`src/rtl/cbg_pkg.sv`:
```
// Package cbg_pkg: types shared by the code block generator modules.
// Assumes nothing beyond being compiled before the modules that import it.
package cbg_pkg;
    typedef enum logic {
        CBG_IDLE = 1'b0,
        CBG_RUN  = 1'b1
    } cbg_state_e;
endpackage

```
`src/rtl/cbg_key_store.sv`:
```
// cbg_key_store: captures the key bytes while the generator is idle.
// Slot 0 holds the rotation and slots 1..2*SUB hold the rows of A, then B.
// Assumes SUB is a power of two, and that a load always begins at slot 0
// (after reset or after an accepted start).
module cbg_key_store #(
    parameter int SUB = 8
) (
    input  logic                          clk,
    input  logic                          rst_n,
    input  logic [SUB-1:0]                byte_in,
    input  logic                          byte_valid,
    input  logic                          busy,
    input  logic                          ptr_clear,
    output logic [2*$clog2(SUB)-1:0]      rot_o,
    output logic [SUB-1:0][SUB-1:0]       mat_a_o,
    output logic [SUB-1:0][SUB-1:0]       mat_b_o
);
    localparam int SB        = $clog2(SUB);
    localparam int LG        = 2 * SB;
    localparam int KEY_BYTES = 1 + 2 * SUB;
    localparam int PW        = $clog2(KEY_BYTES);

    logic [PW-1:0]            ptr_q;
    logic [PW-1:0]            slot_m1;
    logic [LG-1:0]            rot_q;
    logic [SUB-1:0][SUB-1:0]  a_q;
    logic [SUB-1:0][SUB-1:0]  b_q;
    logic                     wr_en;

    assign wr_en   = byte_valid && !busy;
    assign slot_m1 = ptr_q - PW'(1);

    // Write pointer: counts accepted bytes modulo the key length.
    always_ff @(posedge clk) begin
        if (!rst_n || ptr_clear) begin
            ptr_q <= '0;
        end else if (wr_en) begin
            ptr_q <= (ptr_q == PW'(KEY_BYTES - 1)) ? '0 : ptr_q + PW'(1);
        end
    end

    // Key registers: route each accepted byte to its slot.
    always_ff @(posedge clk) begin
        if (!rst_n) begin
            rot_q <= '0;
            a_q   <= '0;
            b_q   <= '0;
        end else if (wr_en) begin
            if (ptr_q == '0) begin
                rot_q <= byte_in[LG-1:0];
            end else if (slot_m1[SB] == 1'b0) begin
                a_q[slot_m1[SB-1:0]] <= byte_in;
            end else begin
                b_q[slot_m1[SB-1:0]] <= byte_in;
            end
        end
    end

    assign rot_o   = rot_q;
    assign mat_a_o = a_q;
    assign mat_b_o = b_q;

    AST_KEY_FROZEN_WHEN_BUSY: assert property (@(posedge clk) disable iff (!rst_n)
        busy |=> ($stable(rot_q) && $stable(a_q) && $stable(b_q)));
endmodule

```
`src/rtl/cbg_sequencer.sv`:
```
// cbg_sequencer: walks column, row, copy and pass counters for one run.
// Assumes each counter range is a power of two (64 columns and 64 rows for SUB=8).
// Inputs are sampled only when a start is accepted while idle.
module cbg_sequencer #(
    parameter int LG    = 6,
    parameter int REP_W = 4
) (
    input  logic          clk,
    input  logic          rst_n,
    input  logic          start,
    input  logic          szc_mode,
    input  logic [REP_W-1:0] rep_count,
    output logic          fire,
    output logic          accept,
    output logic [LG-1:0] row_o,
    output logic [LG-1:0] col_o,
    output logic          copy_o,
    output logic          col_last,
    output logic          chip_last
);
    import cbg_pkg::*;

    cbg_state_e        state_q;
    logic [LG-1:0]     col_q;
    logic [LG-1:0]     row_q;
    logic              copy_q;
    logic              szc_q;
    logic [REP_W-1:0]  reps_left_q;
    logic              row_last;
    logic              pass_last;

    assign fire      = (state_q == CBG_RUN);
    assign accept    = start && (state_q == CBG_IDLE);
    assign col_last  = &col_q;
    assign row_last  = &row_q;
    assign pass_last = row_last && (copy_q || !szc_q);
    assign chip_last = fire && col_last && pass_last && (reps_left_q == '0);

    // Run control: leave idle on an accepted start, return after the last chip.
    always_ff @(posedge clk) begin
        if (!rst_n) begin
            state_q     <= CBG_IDLE;
            szc_q       <= 1'b0;
            reps_left_q <= '0;
        end else if (accept) begin
            state_q     <= CBG_RUN;
            szc_q       <= szc_mode;
            reps_left_q <= rep_count;
        end else if (fire && col_last && pass_last) begin
            if (reps_left_q == '0) begin
                state_q <= CBG_IDLE;
            end else begin
                reps_left_q <= reps_left_q - REP_W'(1);
            end
        end
    end

    // Position counters: column fastest, then row, then copy.
    always_ff @(posedge clk) begin
        if (!rst_n || accept) begin
            col_q  <= '0;
            row_q  <= '0;
            copy_q <= 1'b0;
        end else if (fire) begin
            col_q <= col_q + LG'(1);
            if (col_last) begin
                row_q <= row_q + LG'(1);
                if (row_last) begin
                    copy_q <= szc_q && !copy_q;
                end
            end
        end
    end

    assign row_o  = row_q;
    assign col_o  = col_q;
    assign copy_o = copy_q;

    AST_COL_STEP: assert property (@(posedge clk) disable iff (!rst_n)
        (fire && !col_last) |=> (col_q == $past(col_q) + LG'(1)));
    AST_RUN_CONTIGUOUS: assert property (@(posedge clk) disable iff (!rst_n)
        (fire && !chip_last) |=> fire);
    AST_SECOND_COPY_ONLY_EXTENDED: assert property (@(posedge clk) disable iff (!rst_n)
        (fire && copy_q) |-> szc_q);
endmodule

```
`src/rtl/cbg_chip_calc.sv`:
```
// cbg_chip_calc: combinational value of one chip from the key and its position.
// Assumes SUB is a power of two, so that reversing a column index is a bitwise NOT.
module cbg_chip_calc #(
    parameter int SUB = 8
) (
    input  logic [2*$clog2(SUB)-1:0]  rot,
    input  logic [SUB-1:0][SUB-1:0]   mat_a,
    input  logic [SUB-1:0][SUB-1:0]   mat_b,
    input  logic [2*$clog2(SUB)-1:0]  row,
    input  logic [2*$clog2(SUB)-1:0]  col,
    input  logic                      copy,
    output logic                      chip
);
    localparam int SB = $clog2(SUB);
    localparam int LG = 2 * SB;

    logic [LG-1:0]  pre_row;
    logic [SUB-1:0] a_row;
    logic [SUB-1:0] b_row;
    logic [SB-1:0]  a_bit_idx;
    logic [SB-1:0]  b_bit_idx;
    logic           half_inv;
    logic           copy_inv;

    // Chip value: Kronecker XOR, lower-half odd-row flip, second-copy odd-row flip.
    always_comb begin
        pre_row   = row + rot;
        a_row     = mat_a[pre_row[LG-1:SB]];
        b_row     = mat_b[pre_row[SB-1:0]];
        a_bit_idx = ~col[LG-1:SB];
        b_bit_idx = ~col[SB-1:0];
        half_inv  = pre_row[LG-1] & pre_row[0];
        copy_inv  = copy & row[0];
        chip      = a_row[a_bit_idx] ^ b_row[b_bit_idx] ^ half_inv ^ copy_inv;
    end
endmodule

```
`src/rtl/code_block_gen.sv`:
```
// code_block_gen: top level. Loads a key, then streams the code block one
// registered chip per cycle. The output flags are aligned with chip_out.
// Assumes SUB is a power of two and that at least 2*$clog2(SUB) key-byte
// bits exist for the rotation.
module code_block_gen #(
    parameter int SUB   = 8,
    parameter int REP_W = 4
) (
    input  logic              clk,
    input  logic              rst_n,
    input  logic [SUB-1:0]    key_byte,
    input  logic              key_valid,
    input  logic              start,
    input  logic              szc_mode,
    input  logic [REP_W-1:0]  rep_count,
    output logic              chip_out,
    output logic              chip_valid,
    output logic              row_end,
    output logic              block_end
);
    localparam int LG = 2 * $clog2(SUB);

    logic                     fire;
    logic                     accept;
    logic [LG-1:0]            row;
    logic [LG-1:0]            col;
    logic                     copy;
    logic                     col_last;
    logic                     chip_last;
    logic [LG-1:0]            rot;
    logic [SUB-1:0][SUB-1:0]  mat_a;
    logic [SUB-1:0][SUB-1:0]  mat_b;
    logic                     chip_d;

    cbg_key_store #(.SUB(SUB)) u_keys (
        .clk       (clk),
        .rst_n     (rst_n),
        .byte_in   (key_byte),
        .byte_valid(key_valid),
        .busy      (fire),
        .ptr_clear (accept),
        .rot_o     (rot),
        .mat_a_o   (mat_a),
        .mat_b_o   (mat_b)
    );

    cbg_sequencer #(.LG(LG), .REP_W(REP_W)) u_seq (
        .clk      (clk),
        .rst_n    (rst_n),
        .start    (start),
        .szc_mode (szc_mode),
        .rep_count(rep_count),
        .fire     (fire),
        .accept   (accept),
        .row_o    (row),
        .col_o    (col),
        .copy_o   (copy),
        .col_last (col_last),
        .chip_last(chip_last)
    );

    cbg_chip_calc #(.SUB(SUB)) u_calc (
        .rot  (rot),
        .mat_a(mat_a),
        .mat_b(mat_b),
        .row  (row),
        .col  (col),
        .copy (copy),
        .chip (chip_d)
    );

    // Output register: chip and its flags leave together.
    always_ff @(posedge clk) begin
        if (!rst_n) begin
            chip_out   <= 1'b0;
            chip_valid <= 1'b0;
            row_end    <= 1'b0;
            block_end  <= 1'b0;
        end else begin
            chip_out   <= fire & chip_d;
            chip_valid <= fire;
            row_end    <= fire & col_last;
            block_end  <= chip_last;
        end
    end

    AST_ROW_END_NEEDS_VALID: assert property (@(posedge clk) disable iff (!rst_n)
        row_end |-> chip_valid);
    AST_BLOCK_END_ON_ROW_END: assert property (@(posedge clk) disable iff (!rst_n)
        block_end |-> row_end);
    AST_QUIET_AFTER_END: assert property (@(posedge clk) disable iff (!rst_n)
        block_end |=> !chip_valid);
    AST_NO_FLAG_WHEN_IDLE: assert property (@(posedge clk) disable iff (!rst_n)
        !chip_valid |-> (!row_end && !block_end && !chip_out));
endmodule

```
`config.mk`:
```
export PLATFORM = sky130hd
export DESIGN_NAME = code_block_gen
export DESIGN_NICKNAME = d
export VERILOG_FILES = /design/src/rtl/cbg_pkg.sv /design/src/rtl/cbg_key_store.sv /design/src/rtl/cbg_sequencer.sv /design/src/rtl/cbg_chip_calc.sv /design/src/rtl/code_block_gen.sv
export SDC_FILE = /design/constraint.sdc
export NUM_CORES = 1
export LEC_CHECK = 0
export BUFFER_PORTS_ARGS = -buffer_cell sky130_fd_sc_hd__buf_2
export CAP_MARGIN = 5
export CORE_UTILIZATION = 35
export DETAILED_ROUTE_END_ITERATION = 10
export GPL_ROUTABILITY_DRIVEN = 1
export PLACE_DENSITY = 0.61
export SETUP_SLACK_MARGIN = 0.15
export SKIP_LAST_GASP = 1
export SYNTH_ARGS = -nofsm -noshare
export SYNTH_HDL_FRONTEND = slang
export SYNTH_SLANG_ARGS = --single-unit
export TNS_END_PERCENT = 1
```
`constraint.sdc`:
```
create_clock -name clk -period 3.5 [get_ports clk]
set_clock_uncertainty 0.15 [all_clocks]
set_input_delay 0.7 -clock clk [delete_from_list [all_inputs] [get_ports clk]]
set_output_delay 0.7 -clock clk [all_outputs]
set_load 0.05 [all_outputs]
```
==> Word level (Yosys, flattened, before mapping) <==
Index checks and enable logic that the tools add are counted.
{ "word_totals": {"input_bits": 17, "register_bits": 162} }
{ "classes": {"magnitude_cmp": 6, "n_bitwise": 12, "eq_ne": 2, "reduce_logical": 27, "muxes": 19, "n_addsub": 6} }
{ "ops": {"columns": ["operator", "n"], "rows": [
  ["$bwmux 64", 2],
  ["$bmux 8 s3", 2],
  ["$demux 8 s3", 1],
  ["$mux 8", 3],
  ["$lt 3x4->1 const B", 5],
  ["$reduce_and 13->1", 1],
  ["$add 6x1->6 const B", 2],
  ["$mux 4", 3],
  ["$reduce_and 6->1", 2],
  ["$logic_and 1x1->1", 8],
  ["$sub 4x1->4 const B", 2],
  ["$reduce_and 7->1", 1],
  ["$add 6x6->6", 1],
  ["$bmux 1 s3", 2],
  ["$not 3->3", 2],
  ["$reduce_and 2->1", 3],
  ["$reduce_and 3->1", 2],
  ["$add 5x1->5 const B", 1],
  ["$eq 5x5->1 const B", 1],
  ["$logic_not 5->1", 1],
  ["$mux 1", 5],
  ["$mux 5", 1],
  ["$and 1x1->1", 4],
  ["$logic_not 1->1", 4],
  ["7 further kinds", 13]
]} }

==> Logic depth before layout (Yosys ltp) <==
Gate-level depths: netlist of the first run.
{ "logic_depth": {"ltp_word": 9, "mapped_depth": 12, "ltp_nobuf": 10} }

==> Hierarchy <==
A second synthesis of the first run with hierarchy kept.
{ "hier_totals": {"cells_unflattened": 961, "hier_area_um2": 8787.2} }
{ "modules_own_cells": {"columns": ["mod", "cells_per_inst", "area_each_um2", "instances"], "rows": [
  ["cbg_key_store", 504, 5307.6, 1],
  ["cbg_chip_calc", 331, 2403.6, 1],
  ["cbg_sequencer", 118, 968.4, 1],
  ["code_block_gen", 8, 107.6, 1]
]} }

==> Worst setup path before layout of the first run <==
Ideal clock, no wire load.
{ "synth_timing": {"path_type": "register to register", "startpoint": "register u_seq.row_q[0] (netlist: u_seq.row_o[0])", "endpoint": "register chip_out", "t_arrival_ps": 3381, "path_stages_with_launch": 11, "period_less_slack_ps": 3645, "path_slack_ps": -145, "path_cell_list": "dfxtp_1 ha_1 fa_1 clkbuf_1 buf_1 mux4_2 mux4_2 mux4_2 xnor2_1 and3_1 o21a_1"} }
{ "synth_via": {"elab_chain_len": 9} }
{ "synth_rtl": {"columns": ["item", "line", "source"], "rows": [
  ["from (decl)", "cbg_sequencer.sv:25", "logic [LG-1:0] row_q;"],
  ["from (signal assigned)", "cbg_sequencer.sv:67", "row_q <= row_q + LG'(1);"],
  ["$add 6x6->6", "cbg_chip_calc.sv:27", "pre_row = row + rot;"],
  ["$bmux 8 s3, on equally long branches", "cbg_chip_calc.sv:28, cbg_chip_calc.sv:29", null],
  ["$mux 8, on equally long branches", "cbg_chip_calc.sv:28, cbg_chip_calc.sv:29", null],
  ["$bmux 1 s3", "cbg_chip_calc.sv:34", "chip = a_row[a_bit_idx] ^ b_row[b_bit_idx] ^ half_inv ^ copy_inv;"],
  ["$mux 1 (not written as such)", "cbg_chip_calc.sv:34", null],
  ["$xor 1x1->1 (2 in series)", "cbg_chip_calc.sv:34", null],
  ["$xor 1x1->1 (*)", "cbg_chip_calc.sv:34", null],
  ["$and 1x1->1 (*)", "code_block_gen.sv:80", "chip_out <= fire & chip_d;"],
  ["to (signal assigned)", "code_block_gen.sv:80", null],
  ["to (decl)", "code_block_gen.sv:16", "output logic chip_out,"]
]} }
Every way passes the cells marked *; elsewhere a longest branch is shown, timed or not. The select of a mux whose other input is x is not followed.
A chain may end at the register's enable or synchronous reset.

==> Final worst setup path of the first run <==
{ "layout_timing": {"startpoint": "register u_keys.rot_q[0] (netlist: u_keys.rot_o[0])", "endpoint": "register chip_out"} }
{ "layout_via": {"elab_chain_len": 9} }
{ "layout_rtl": {"columns": ["item", "line", "source"], "rows": [
  ["from (decl)", "cbg_key_store.sv:25", "logic [LG-1:0] rot_q;"],
  ["from (signal assigned)", "cbg_key_store.sv:50", "rot_q <= byte_in[LG-1:0];"],
  ["$add 6x6->6 (*)", "cbg_chip_calc.sv:27", null],
  ["$bmux 8 s3, on equally long branches", "cbg_chip_calc.sv:28, cbg_chip_calc.sv:29", null],
  ["$mux 8, on equally long branches", "cbg_chip_calc.sv:28, cbg_chip_calc.sv:29", null],
  ["$bmux 1 s3", "cbg_chip_calc.sv:34", null],
  ["$mux 1 (not written as such)", "cbg_chip_calc.sv:34", null],
  ["$xor 1x1->1", "cbg_chip_calc.sv:34", null],
  ["$xor 1x1->1 (*) (2 in series)", "cbg_chip_calc.sv:34", null],
  ["$and 1x1->1 (*)", "code_block_gen.sv:80", null]
]} }
Marked as above.

==> summary.md, run 1 <==
| Metric | Value |
|---|---|
| Final-layout setup total negative slack | 0 ps |
| Most used DFF post-synth | sky130_fd_sc_hd__dfxtp_1 |
| Share of total power consumed by net switching | between 20% and 30% |
| Routed via count | 7056 |
| Part of the total power dissipated in the clock network | 46.4% |
| Detailed Place HPWL | approximately 14000 µm |
| Drc violations | 0 |
| Max-capacitance violation count | 0 |
| Nets in the synthesized netlist | around 1000 |
| Average detailed-routed wire length per instance | about 16 µm |
| Synth Area in Simple Gates | 23.83% |
| Synth async-reset ratio | 0% |
| Unrepaired setup endpoints after global routing | yes |
| Largest net degree at the start of global routing | 92 |
| Initial standard-cell utilization of the core | a little over a third |
| Unique cell type count in the Yosys netlist | 40 |
| Final critical delay including setup and external delays | around 3400 ps |
| Overall die width | 158.2 µm |
| Number of fill cells in the layout | 2490 |
| Final setup viols | 0 |
| Most frequent cells in the layout | 160 x sky130_fd_sc_hd__dfxtp_1, 146 x sky130_fd_sc_hd__nor2_1, 145 x sky130_fd_sc_hd__nand2_1, 99 x sky130_fd_sc_hd__mux2i_1, 66 x sky130_fd_sc_hd__nand2b_1 |
| Total wirelength of the detailed-routed design | between 20000 and 25000 µm |
| Routability congestion estimate from global placement | approximately 0.80 |
| Detailed router's first-iteration violation count | 521 |
| Total net switching power | roughly 1.2 mW |
| Global-route congestion overflow total | 0 |
| Highest ir drop seen on vdd | between 0.3 and 0.4 mV |
| GR met2 Demand/Resource | 29.93% |
| Count of port buffers added during placement | 20 |
| Area overhead of the layout relative to synthesis | 13.16% |
| Part of the power in registers | 45.8% |
| Layout cells sized above 1 | 12.69% |
| Insertion delay to the later sink of the worst-skew pair | 430 ps |
| Outcome | completed |
| Bufs on Longest Clock Path | 2 |
| Area share of fa/ha/maj cells after synthesis | around 1.8% |
| End-of-flow core utilization | between 40% and 50% |
| Share of power burned in combinational logic | 7.8% |
| Power density of the placed cells | about 420 nW/µm² |
| Register area | 3246 µm² |
| Dominant combinational cell family by area after synthesis | simple AND/OR/NAND/NOR gates |
| Seq/Total Area, Yosys | 37.99% |
| Area fraction in compound gates after synthesis | 11.09% |
| Initial antenna violation count | 0 |
| Min-delay worst type | reg2reg |
| Ys Warns | 0 |
| Std cell rows | 56 |
| Clock buffer count from CTS | 17 |
| Most frequent standard cell in the layout excluding fill and tap cells | sky130_fd_sc_hd__dfxtp_1 |
| Ant diodes | 0 |
| Highest-utilization routing layer at the global route stage | met2 |
| Vias in the first global route | 6682 |
| Core Box Area | around 24000 µm² |
| Worst-Margin Slew | 789.1 ps |
| Average footprint of a synthesized cell | 8.427 µm² |
| Remaining antenna violation count after routing | 0 |
| Highest attainable clock frequency | ~0.30 GHz |
| Number of H-tree levels | 4 |
| Area of the die | 25020 µm² |
| Number of synthesized register bits | roughly 160 |
| Overall track demand over capacity in global routing | 18.45% |
| Area of the multi-input gates | around 5000 µm² |
| CTS Hold Buffers Added | 0 |
| Io pins | 21 |
| Final Hold Fails | 0 |
| Wire length of the first global-routing pass | ~36000 µm |
| Height of the die | between 150 and 200 µm |
| Hold_ws | approximately 310 ps |
| Kind of end point of the critical path | flop |
| Sink count of the clock tree | 162 |
| Number of enable-type register cells in the synthesized netlist | 0 |
| Critical path arrival | 3550 ps |
| TritonCTS clock tree | done |
| Total iterations of the first detailed-routing run | 5 |
| XOR/XNOR Fraction of Synth Area | 2.052% |
| Netlist area before placement | 8537 µm² |
| Max Transition Viols Final | 0 |
| Critical path launch point type | flop |
| # nets final | just over 1000 |
| Share of synthesized area spent on multiplexers | 18.73% |
| Crit-path max FO | 8 |
| Vias/cell | around 5.3 |
| Required time worst endpoint | 3680 ps |
| Gate count of the mapped netlist | 1013 |
| Int Power | 2.939 mW |
| Met3 Use GR | between 3 and 4% |
| Worst rel slew slack | 47.11% |
| Share of the clock period used by the worst path | 96.23% |
| CTS Root Buffer Type | sky130_fd_sc_hd__clkbuf_16 |
| Met1 global-route usage | 24.81% |
| Worst setup path class | reg2reg |
| Leakage dissipation | 3.334 nW |
| Clock input transition at the sequential cells of the worst setup and hold paths | 70 ps |
## power by group through the flow
stage	sequential, mW	combinational (mW)	clock (mW)
after floorplan	1.91	0.222	0
after global placement	1.92	0.309	0
after detailed placement	1.92	0.312	0
after CTS	1.87	0.313	1.93
after global routing	1.88	0.349	2.01
final	1.88	0.319	1.90
## routing by layer
metal	share of wire (%)	wire (µm)	vias to the layer above
met1	47	10160	3381
met4	1.3	274	0
met5	0	0	-
met3	4.5	988	25
li1	-	-	3485
met2	48	10350	165
## path summary, 6_finish.rpt
kind	from	to	slack, ps	depth (start not counted)
hold / removal	u_keys.mat_b_o[48]	u_keys.mat_b_o[48]	310	2
hold reg to reg	u_keys.mat_b_o[48]	u_keys.mat_b_o[48]	310	2
setup reg to reg	u_keys.rot_o[0]	chip_out	130	9
setup / recovery	u_keys.rot_o[0]	chip_out	130	9
## cells by family after synthesis
group | count (synthesis)
AND/OR/NAND/NOR | 453
flip-flops | 162
AO/OA/AOI/OAI | 143
multiplexers | 128
buffers and inverters | 95
XOR/XNOR | 20
adder cells (fa/ha/maj) | 12
## layout make-up
cell class / count / area share [%]
multi-input cells: 756 / 51.34
flip-flops and latches: 162 / 33.60
clock buffers: 17 / 4.404
repair buffers: 52 / 4.352
well taps: 319 / 4.132
clock inverters: 15 / 1.878
inverters: 7 / 0.2979
## synth_stat cells, drive strengths merged, types with 12 or more instances
cell,number,share of area (%)
nor3,12,0.88
mux2i,99,12
mux4,25,6.6
nand2b,66,4.8
nand2,145,6.4
clkbuf,77,3.4
nor2,147,6.5
dfxtp,162,38
nand3,60,3.5
a21oi,63,3.7
a221oi,32,3.3
a22oi,33,2.9
## critical path, cell delays in order (launching register included)
cell                        delay [ps]
sky130_fd_sc_hd__dfxtp_2           340
sky130_fd_sc_hd__ha_4              160
sky130_fd_sc_hd__fa_2              640
sky130_fd_sc_hd__clkbuf_16         180
sky130_fd_sc_hd__mux4_2            280
sky130_fd_sc_hd__mux4_2            470
sky130_fd_sc_hd__mux4_2            540
sky130_fd_sc_hd__xnor2_2           160
sky130_fd_sc_hd__and3_1            170
sky130_fd_sc_hd__o21a_1            160
## state kept, by name, indices dropped and copies added, names as in the netlist, 4 cells and up
signal / cells
u_seq.row_o: 6
u_seq.col_o: 6
u_keys.mat_a_o: 64
u_keys.mat_b_o: 64
u_keys.ptr_q: 5
u_seq.reps_left_q: 4
u_keys.rot_o: 6
## through the flow
| step | setup slack, ps | cells | total power [mW] | instance area (µm²) |
|---|---|---|---|---|
| 2_1_floorplan | 164.7 | 1013 | 2.137 | 8542 |
| 4_1_cts | 167.0 | 1327 | 4.122 | 9610 |
| 5_1_grt | 75.48 | 1328 | 4.237 | 9661 |
| 3_3_place_gp | 207.8 | 1295 | 2.226 | 9004 |
| 3_5_place_dp | 185.3 | 1295 | 2.230 | 9004 |
| 6_report | 132.1 | 1328 | 4.092 | 9661 |
## timing repair
action	4_1_cts	5_1_grt
endpoints found under the setup margin	0	1
setup buffers	0	0
resized for setup	0	6
endpoints found under the hold margin	0	0
No activity file was read; power rests on OpenSTA's default activity.
==> run 2, diff against run 1 <==
--- a/config.mk
+++ b/config.mk
@@ -11,6 +11,7 @@
 export DETAILED_ROUTE_END_ITERATION = 10
 export GPL_ROUTABILITY_DRIVEN = 1
 export PLACE_DENSITY = 0.61
+export RECOVER_POWER = 100
 export SETUP_SLACK_MARGIN = 0.15
 export SKIP_LAST_GASP = 1
 export SYNTH_ARGS = -nofsm -noshare
==> summary.md, run 2 (same netlist as run 1, synthesis figures left out) <==
| Metric | Value |
|---|---|
| Worst setup slack for register-to-register paths | 130 ps (about the same) |
| Clock buffer count from CTS | 17 (unchanged) |
| Initial standard-cell utilization of the core | 36.05% (unchanged) |
| Most frequent cells in the layout | 160 x sky130_fd_sc_hd__dfxtp_1, 146 x sky130_fd_sc_hd__nor2_1, 145 x sky130_fd_sc_hd__nand2_1, 99 x sky130_fd_sc_hd__mux2i_1, 66 x sky130_fd_sc_hd__nand2b_1 |
| Depth of the most critical reg-to-reg path | 9 (unchanged) |
| Total iterations of the first detailed-routing run | 5 (unchanged) |
| Total net switching power | 1.151 mW (-0.23%) |
| Height of the die | 158.2 µm (unchanged) |
| CP Cell Sequence | ha_4 > fa_2 > clkbuf_16 > mux4_2 > mux4_2 > mux4_2 > xnor2_2 > and3_1 > o21a_1 |
| Critical path launch point type | flop |
| Critical path's most frequent cell | sky130_fd_sc_hd__mux4_2 |
| Crit-path leading delay family | multiplexers |
| CTS Root Buffer Type | sky130_fd_sc_hd__clkbuf_16 |
| Average detailed-routed wire length per instance | 16.34 µm (-0.30%) |
| Bufs on Longest Clock Path | 2 (unchanged) |
| Startpoint of the worst hold path | u_keys.mat_b_o[48] |
| Remaining antenna violation count after routing | 0 (unchanged) |
| Critical path arrival | 3540 ps (about the same) |
| Vias/cell | 5.291 (-0.41%) |
| Overall die width | 158.2 µm (unchanged) |
| Max Transition Viols Final | 0 (unchanged) |
| Final critical delay including setup and external delays | 3368 ps (-0.1830 ps) |
| Area overhead of the layout relative to synthesis | 12.66% |
| Total wirelength of the detailed-routed design | 21700 µm (-0.30%) |
| Final setup viols | 0 (unchanged) |
| Share of power burned in combinational logic | 7.7% (about the same) |
| Hold Crit Depth | 2 (unchanged) |
| End-of-flow core utilization | 40.61% (-0.18 points) |
| Number of H-tree levels | 4 (unchanged) |
| WP buf/inv | 1 (unchanged) |
| Worst setup path class | reg2reg |
| Part of the total power dissipated in the clock network | 46.4% (about the same) |
| Drc violations | 0 (unchanged) |
| Overall track demand over capacity in global routing | 18.45% (unchanged) |
| Global-route congestion overflow total | 0 (unchanged) |
| Detailed router's first-iteration violation count | 488 (-6.3%) |
| Worst-Margin Slew | 1347 ps (+558.0 ps) |
| Detailed Place HPWL | 14270 µm (unchanged) |
| Share of the clock period used by the worst path | 96.22% (about the same) |
| Endpoint, Worst Hold | u_keys.mat_b_o[48] |
| Std cell rows | 56 (unchanged) |
| Max-capacitance violation count | 0 (unchanged) |
| Most frequent standard cell in the layout excluding fill and tap cells | sky130_fd_sc_hd__dfxtp_1 |
| Min-delay worst type | reg2reg |
| Post-layout worst setup margin | 132.3 ps (+0.1830 ps) |
| Vias in the first global route | 6682 (unchanged) |
| Area of the die | 25020 µm² (unchanged) |
| Terminus of the critical flop-to-flop path | chip_out |
| Highest ir drop seen on vdd | 0.3076 mV (+0.24%) |
| Ant diodes | 0 (unchanged) |
| GR met2 Demand/Resource | 29.93% (unchanged) |
| Final Hold Fails | 0 (unchanged) |
| Setup Buffers After CTS | 0 (unchanged) |
| Int Power | 2.937 mW (about the same) |
| CP max stage cell | sky130_fd_sc_hd__fa_2 |
| Reg-to-reg startpoint | u_keys.rot_o[0] |
| Highest attainable clock frequency | 0.2969 GHz (about the same) |
| Part of the power in registers | 45.9% (about the same) |
| Final-layout setup total negative slack | 0 ps (unchanged) |
| Wire length of the first global-routing pass | 35890 µm (unchanged) |
| Required time worst endpoint | 3680 ps (about the same) |
| Unrepaired setup endpoints after global routing | yes |
| Clock input transition at the sequential cells of the worst setup and hold paths | 80 ps (about the same) |
| Sink count of the clock tree | 162 (unchanged) |
| # nets final | 1025 (unchanged) |
| Insertion delay to the later sink of the worst-skew pair | 430 ps (about the same) |
| Pre-CTS setup slack | 185.3 ps (unchanged) |
| Largest net degree at the start of global routing | 92 (unchanged) |
| Share of total power consumed by net switching | 28.16% (-0.038 points) |
| Initial antenna violation count | 0 (unchanged) |
| Met3 Use GR | 3.449% (unchanged) |
| Outcome | completed |
| Met1 global-route usage | 24.81% (unchanged) |
| Kind of end point of the critical path | flop |
| Crit-path max FO | 8 (unchanged) |
| Routed via count | 7027 (-0.41%) |
| Count of port buffers added during placement | 20 (unchanged) |
| Worst rel slew slack | 9.500% (-38 points) |
| Core Box Area | 23680 µm² (unchanged) |
| Highest-utilization routing layer at the global route stage | met2 |
| Leakage dissipation | 3.288 nW (-1.4%) |
| Power density of the placed cells | 425.1 nW/µm² (+0.34%) |
| Io pins | 21 (unchanged) |
| TritonCTS clock tree | done |
| Layout cells sized above 1 | 11.50% (-1.2 points) |
| CP Launch Point | u_keys.rot_o[0] |
| Delay of the slowest cell on the worst path | 640 ps (about the same) |
| Routability congestion estimate from global placement | 0.8006 (unchanged) |
==> run 2: cell count changes in the layout (fill, tap and decap cells not counted), sizes merged <==
cell	previous run	this run
buf	51	39
clkbuf	18	30
==> run 2: metrics by stage <==
stage / power (mW) / instances / hold WS, ps / instance area, µm²
4_1_cts: 4.122 / 1327 / 314.3 / 9610
3_5_place_dp: 2.230 / 1295 / 303.7 / 9004
2_1_floorplan: 2.137 / 1013 / 283.1 / 8542
6_report: 4.088 / 1328 / 315.1 / 9618
3_3_place_gp: 2.226 / 1295 / 299.0 / 9004
5_1_grt: 4.235 / 1328 / 333.9 / 9618
==> run 2: what timing repair did <==
item / 4_1_cts / 5_1_grt
gates resized for setup: 0 / 6
hold buffers: 0 / 0
setup endpoints to repair: 0 / 1
==> run 2: power by group through the flow <==
stage          Clock, mW  Sequential, mW  Combinational (mW)
6_report            1.90            1.87               0.316
5_1_grt             2.01            1.88               0.346
4_1_cts             1.93            1.87               0.313
3_5_place_dp           0            1.92               0.312
3_3_place_gp           0            1.92               0.309
2_1_floorplan          0            1.91               0.222
==> run 2: worst min-delay path: cells and delay by family (launching register included) <==
family | cells | cell delay (ps)
AND/OR/NAND/NOR | 1 | 50
AO/OA/AOI/OAI | 1 | 50
flip-flops | 1 | 320
==> run 2: worst max-delay path by stage <==
stage | to | slack (ps) | cells past startpoint
final | chip_out | 130 | 9
after global routing | chip_out | 80 | 9
after CTS | chip_out | 170 | 9
after detailed placement | chip_out | 190 | 9
after global placement | chip_out | 210 | 9
after floorplan | chip_out | 160 | 10
==> run 2: area by class of cell <==
type                       count  area (µm²)
multi-input combinational    756        4950
timing repair buffer          52       387.9
clock buffer                  17       425.4
inverter                       7       28.78
fill                        2498       14060
tap                          319       399.1
clock inverter                15       181.4
sequential                   162        3246
==> run 2: layer usage <==
metal  wire length [µm]  vias to the layer above
met2              10320                      166
met4                261                        0
li1                   -                     3485
met5                  0                        -
met3                990                       23
met1              10140                     3353
==> run 3, diff against run 2 <==
--- a/config.mk
+++ b/config.mk
@@ -16,5 +16,6 @@
 export SKIP_LAST_GASP = 1
 export SYNTH_ARGS = -nofsm -noshare
 export SYNTH_HDL_FRONTEND = slang
+export SYNTH_HIERARCHICAL = 1
 export SYNTH_SLANG_ARGS = --single-unit
 export TNS_END_PERCENT = 1
==> summary.md, run 3 <==
| Metric | Value |
|---|---|
| Pre-CTS setup slack | 144.2 ps (-41.10 ps) |
| Gate count of the mapped netlist | 961 (-5.1%) |
| Overall die width | 160.5 µm (+1.4%) |
| Area of the die | 25740 µm² (+2.9%) |
| Ys Warns | 6 (+6) |
| Worst rel slew slack | 15.44% (+5.9 points) |
| Area overhead of the layout relative to synthesis | 12.13% |
| Final-layout setup total negative slack | 0 ps (unchanged) |
| CTS Root Buffer Type | sky130_fd_sc_hd__clkbuf_16 |
| Top area cells in the synthesized netlist | sky130_fd_sc_hd__dfxtp_1 37%, sky130_fd_sc_hd__mux2i_1 18%, sky130_fd_sc_hd__nand2_1 7.9%, sky130_fd_sc_hd__mux4_2 6.4%, sky130_fd_sc_hd__nand2b_1 4.8% |
| Area fraction in compound gates after synthesis | 8.045% (-3.0 points) |
| Insertion delay to the later sink of the worst-skew pair | 440 ps (about the same) |
| Total iterations of the first detailed-routing run | 6 (+1) |
| Number of H-tree levels | 4 (unchanged) |
| Share of synthesized area spent on multiplexers | 24.06% (+5.3 points) |
| CTS Hold Buffers Added | 0 (unchanged) |
| Worst setup slack for register-to-register paths | 140 ps (about the same) |
| Io pins | 21 (unchanged) |
| Final critical delay including setup and external delays | 3356 ps (-12.04 ps) |
| Overall track demand over capacity in global routing | 17.42% (-1.0 points) |
| Most used DFF post-synth | sky130_fd_sc_hd__dfxtp_1 |
| Layout cells sized above 1 | 12.40% (+0.90 points) |
| Largest net degree at the start of global routing | 129 (+40%) |
| Remaining antenna violation count after routing | 0 (unchanged) |
| Global-route congestion overflow total | 0 (unchanged) |
| Final setup viols | 0 (unchanged) |
| Part of the total power dissipated in the clock network | 47.5% (+1.1 points) |
| Part of the power in registers | 45.7% (-0.2 points) |
| Worst setup path class | reg2reg |
| Average detailed-routed wire length per instance | 16.86 µm (+3.2%) |
| XOR/XNOR Fraction of Synth Area | 2.463% (+0.41 points) |
| Final non-filler cell total | 1292 (-2.7%) |
| Core Box Area | 24460 µm² (+3.3%) |
| Leakage dissipation | 3.617 nW (+10%) |
| Routability congestion estimate from global placement | 0.8208 (+2.5%) |
| Detailed Place HPWL | 14130 µm (-0.98%) |
| Total net switching power | 1.108 mW (-3.8%) |
| Initial antenna violation count | 0 (unchanged) |
| Clock buffer count from CTS | 17 (unchanged) |
| Vias/cell | 5.255 (-0.69%) |
| Share of power burned in combinational logic | 6.8% (-0.9 points) |
| Int Power | 2.999 mW (+2.1%) |
| Dominant combinational cell family by area after synthesis | multiplexers |
| Min-delay worst type | reg2reg |
| Post-layout worst setup margin | 144.3 ps (+12.05 ps) |
| Count of port buffers added during placement | 20 (unchanged) |
| Seq/Total Area, Yosys | 36.91% (-1.1 points) |
| Cell taking the most area after synthesis | sky130_fd_sc_hd__dfxtp_1 |
| # nets final | 984 (-4.0%) |
| Outcome | completed |
| Crit-path max FO | 8 (unchanged) |
| Most frequent standard cell in the layout excluding fill and tap cells | sky130_fd_sc_hd__nand2_1 |
| Required time worst endpoint | 3670 ps (about the same) |
| Library cell with the highest instance count after synthesis | sky130_fd_sc_hd__nand2_1 |
| Cell Count Post-Placement | 1258 (-2.9%) |
| Unique cell type count in the Yosys netlist | 57 (+43%) |
| Vias in the first global route | 6520 (-2.4%) |
| Netlist area before placement | 8787 µm² (+2.9%) |
| Kind of end point of the critical path | flop |
| Total wirelength of the detailed-routed design | 21780 µm (+0.36%) |
| TritonCTS clock tree | done |
| Share of total power consumed by net switching | 26.98% (-1.2 points) |
| Synth async-reset ratio | 0% (unchanged) |
| Final Hold Fails | 0 (unchanged) |
| Worst-Margin Slew | 1262 ps (-85.57 ps) |
| Initial standard-cell utilization of the core | 35.92% (-0.13 points) |
| Highest ir drop seen on vdd | 0.3580 mV (+16%) |
| Detailed router's first-iteration violation count | 491 (+0.61%) |
| Critical path launch point type | flop |
| Std cell rows | 57 (+1.8%) |
| Most frequent cells in the layout | 186 x sky130_fd_sc_hd__nand2_1, 161 x sky130_fd_sc_hd__dfxtp_1, 153 x sky130_fd_sc_hd__mux2i_1, 92 x sky130_fd_sc_hd__nor2_1, 67 x sky130_fd_sc_hd__nand2b_1 |
| Highest attainable clock frequency | 0.2980 GHz (+0.36%) |
| Synth Area in Simple Gates | 22.81% (-1.0 points) |
| Clock input transition at the sequential cells of the worst setup and hold paths | 70 ps (about the same) |
| Height of the die | 160.5 µm (+1.4%) |
| Routed via count | 6789 (-3.4%) |
| Area share of the leading cell type in the synthesized netlist | 36.91% (-1.1 points) |
| Unrepaired setup endpoints after global routing | no |
| Share of the clock period used by the worst path | 95.88% (-0.34 points) |
| Max-capacitance violation count | 0 (unchanged) |
| Sink count of the clock tree | 162 (unchanged) |
| Leading post-synthesis cells by instance count | 186 x sky130_fd_sc_hd__nand2_1, 162 x sky130_fd_sc_hd__dfxtp_1, 155 x sky130_fd_sc_hd__mux2i_1, 92 x sky130_fd_sc_hd__nor2_1, 67 x sky130_fd_sc_hd__nand2b_1 |
| Area share of fa/ha/maj cells after synthesis | 1.794% (-0.053 points) |
| Critical path arrival | 3530 ps (about the same) |
| Number of synthesized register bits | 162 (unchanged) |
| Nets in the synthesized netlist | 990 (-5.0%) |
| Max Transition Viols Final | 0 (unchanged) |
| Ant diodes | 0 (unchanged) |
| Number of enable-type register cells in the synthesized netlist | 0 (unchanged) |
| Wire length of the first global-routing pass | 35510 µm (-1.0%) |
| Bufs on Longest Clock Path | 2 (unchanged) |
| Drc violations | 0 (unchanged) |
| Power density of the placed cells | 416.8 nW/µm² (-2.0%) |
| Average footprint of a synthesized cell | 9.144 µm² (+8.5%) |
-- run 3: cell count changes in the layout (fill, tap and decap cells not counted), sizes merged, moves of 42 or more --
cell | before | now
mux2i | 99 | 155
nor2 | 147 | 92
a21oi | 63 | 11
nand3 | 60 | 14
nand2 | 145 | 187
-- run 3: worst paths after layout --
check	start	endpoint	cells after the start
max reg2reg	u_seq/row_o[0]	chip_out	9
min	u_keys/mat_b_o[30]	u_keys/mat_b_o[30]	2
max	u_seq/row_o[0]	chip_out	9
min reg2reg	u_keys/mat_b_o[30]	u_keys/mat_b_o[30]	2
-- run 3: power groups by stage --
stage | registers [mW] | logic (mW) | clock network [mW]
final | 1.88 | 0.278 | 1.95
after global routing | 1.88 | 0.303 | 2.07
after CTS | 1.88 | 0.278 | 2.00
after detailed placement | 1.92 | 0.276 | 0
after global placement | 1.92 | 0.274 | 0
after floorplan | 1.91 | 0.209 | 0
-- run 3: critical path: stages, from the launching register on --
cell and delay [ps]:
sky130_fd_sc_hd__dfxtp_4 370, sky130_fd_sc_hd__ha_4 160, sky130_fd_sc_hd__fa_1 650, sky130_fd_sc_hd__buf_12 170, sky130_fd_sc_hd__mux4_2 290, sky130_fd_sc_hd__mux4_2 530, sky130_fd_sc_hd__mux4_2 510, sky130_fd_sc_hd__xnor2_2 160
sky130_fd_sc_hd__xnor2_1 120, sky130_fd_sc_hd__and3_1 140
-- run 3: cells by family (layout without fill, tap and decap cells) --
logic type                 count (synthesis)  in the layout
and+or+nand+nor                          411            411
muxes                                    180            180
DFF                                      162            162
AOI/OAI and AO/OA                         95             95
buffers and inverters                     81             88
xor gates and xnor gates                  20             20
adders and majority gates                 12             12
-- run 3: stage by stage --
step	utilization (%)	area [µm²]	hold WS, ps	total power [mW]
global placement	37.63	9205	294.1	2.194
CTS	40.26	9848	316.7	4.152
floorplan	-	8792	281.7	2.121
global route	40.28	9853	336.9	4.254
detailed placement	37.63	9205	303.4	2.196
finish	40.28	9853	315.1	4.107
-- run 3: timing repair --
action | in CTS | in global routing
resized for setup | 1 | 14
setup buffers | 0 | 1
setup endpoints to repair | 1 | 1
pin swaps | 0 | 2
gates cloned | 0 | 1
-- run 3: final cells by class --
cell class / count / area [µm²]
fillers: 2419 / 14610
flip-flops and latches: 162 / 3247
multi-input cells: 718 / 5190
clock inverters: 15 / 214.0
clock buffers: 17 / 425.4
repair buffers: 44 / 326.6
inverters: 12 / 45.04
well taps: 324 / 405.4
-- run 3: metal layers --
metal / vias up / share of wire, % / GRT usage, %
li1: 3357 / - / -
met5: - / 0 / 0
met3: 31 / 3.9 / 2.583
met2: 165 / 48 / 27.86
met1: 3236 / 46 / 23.30
met4: 0 / 2.3 / 7.576
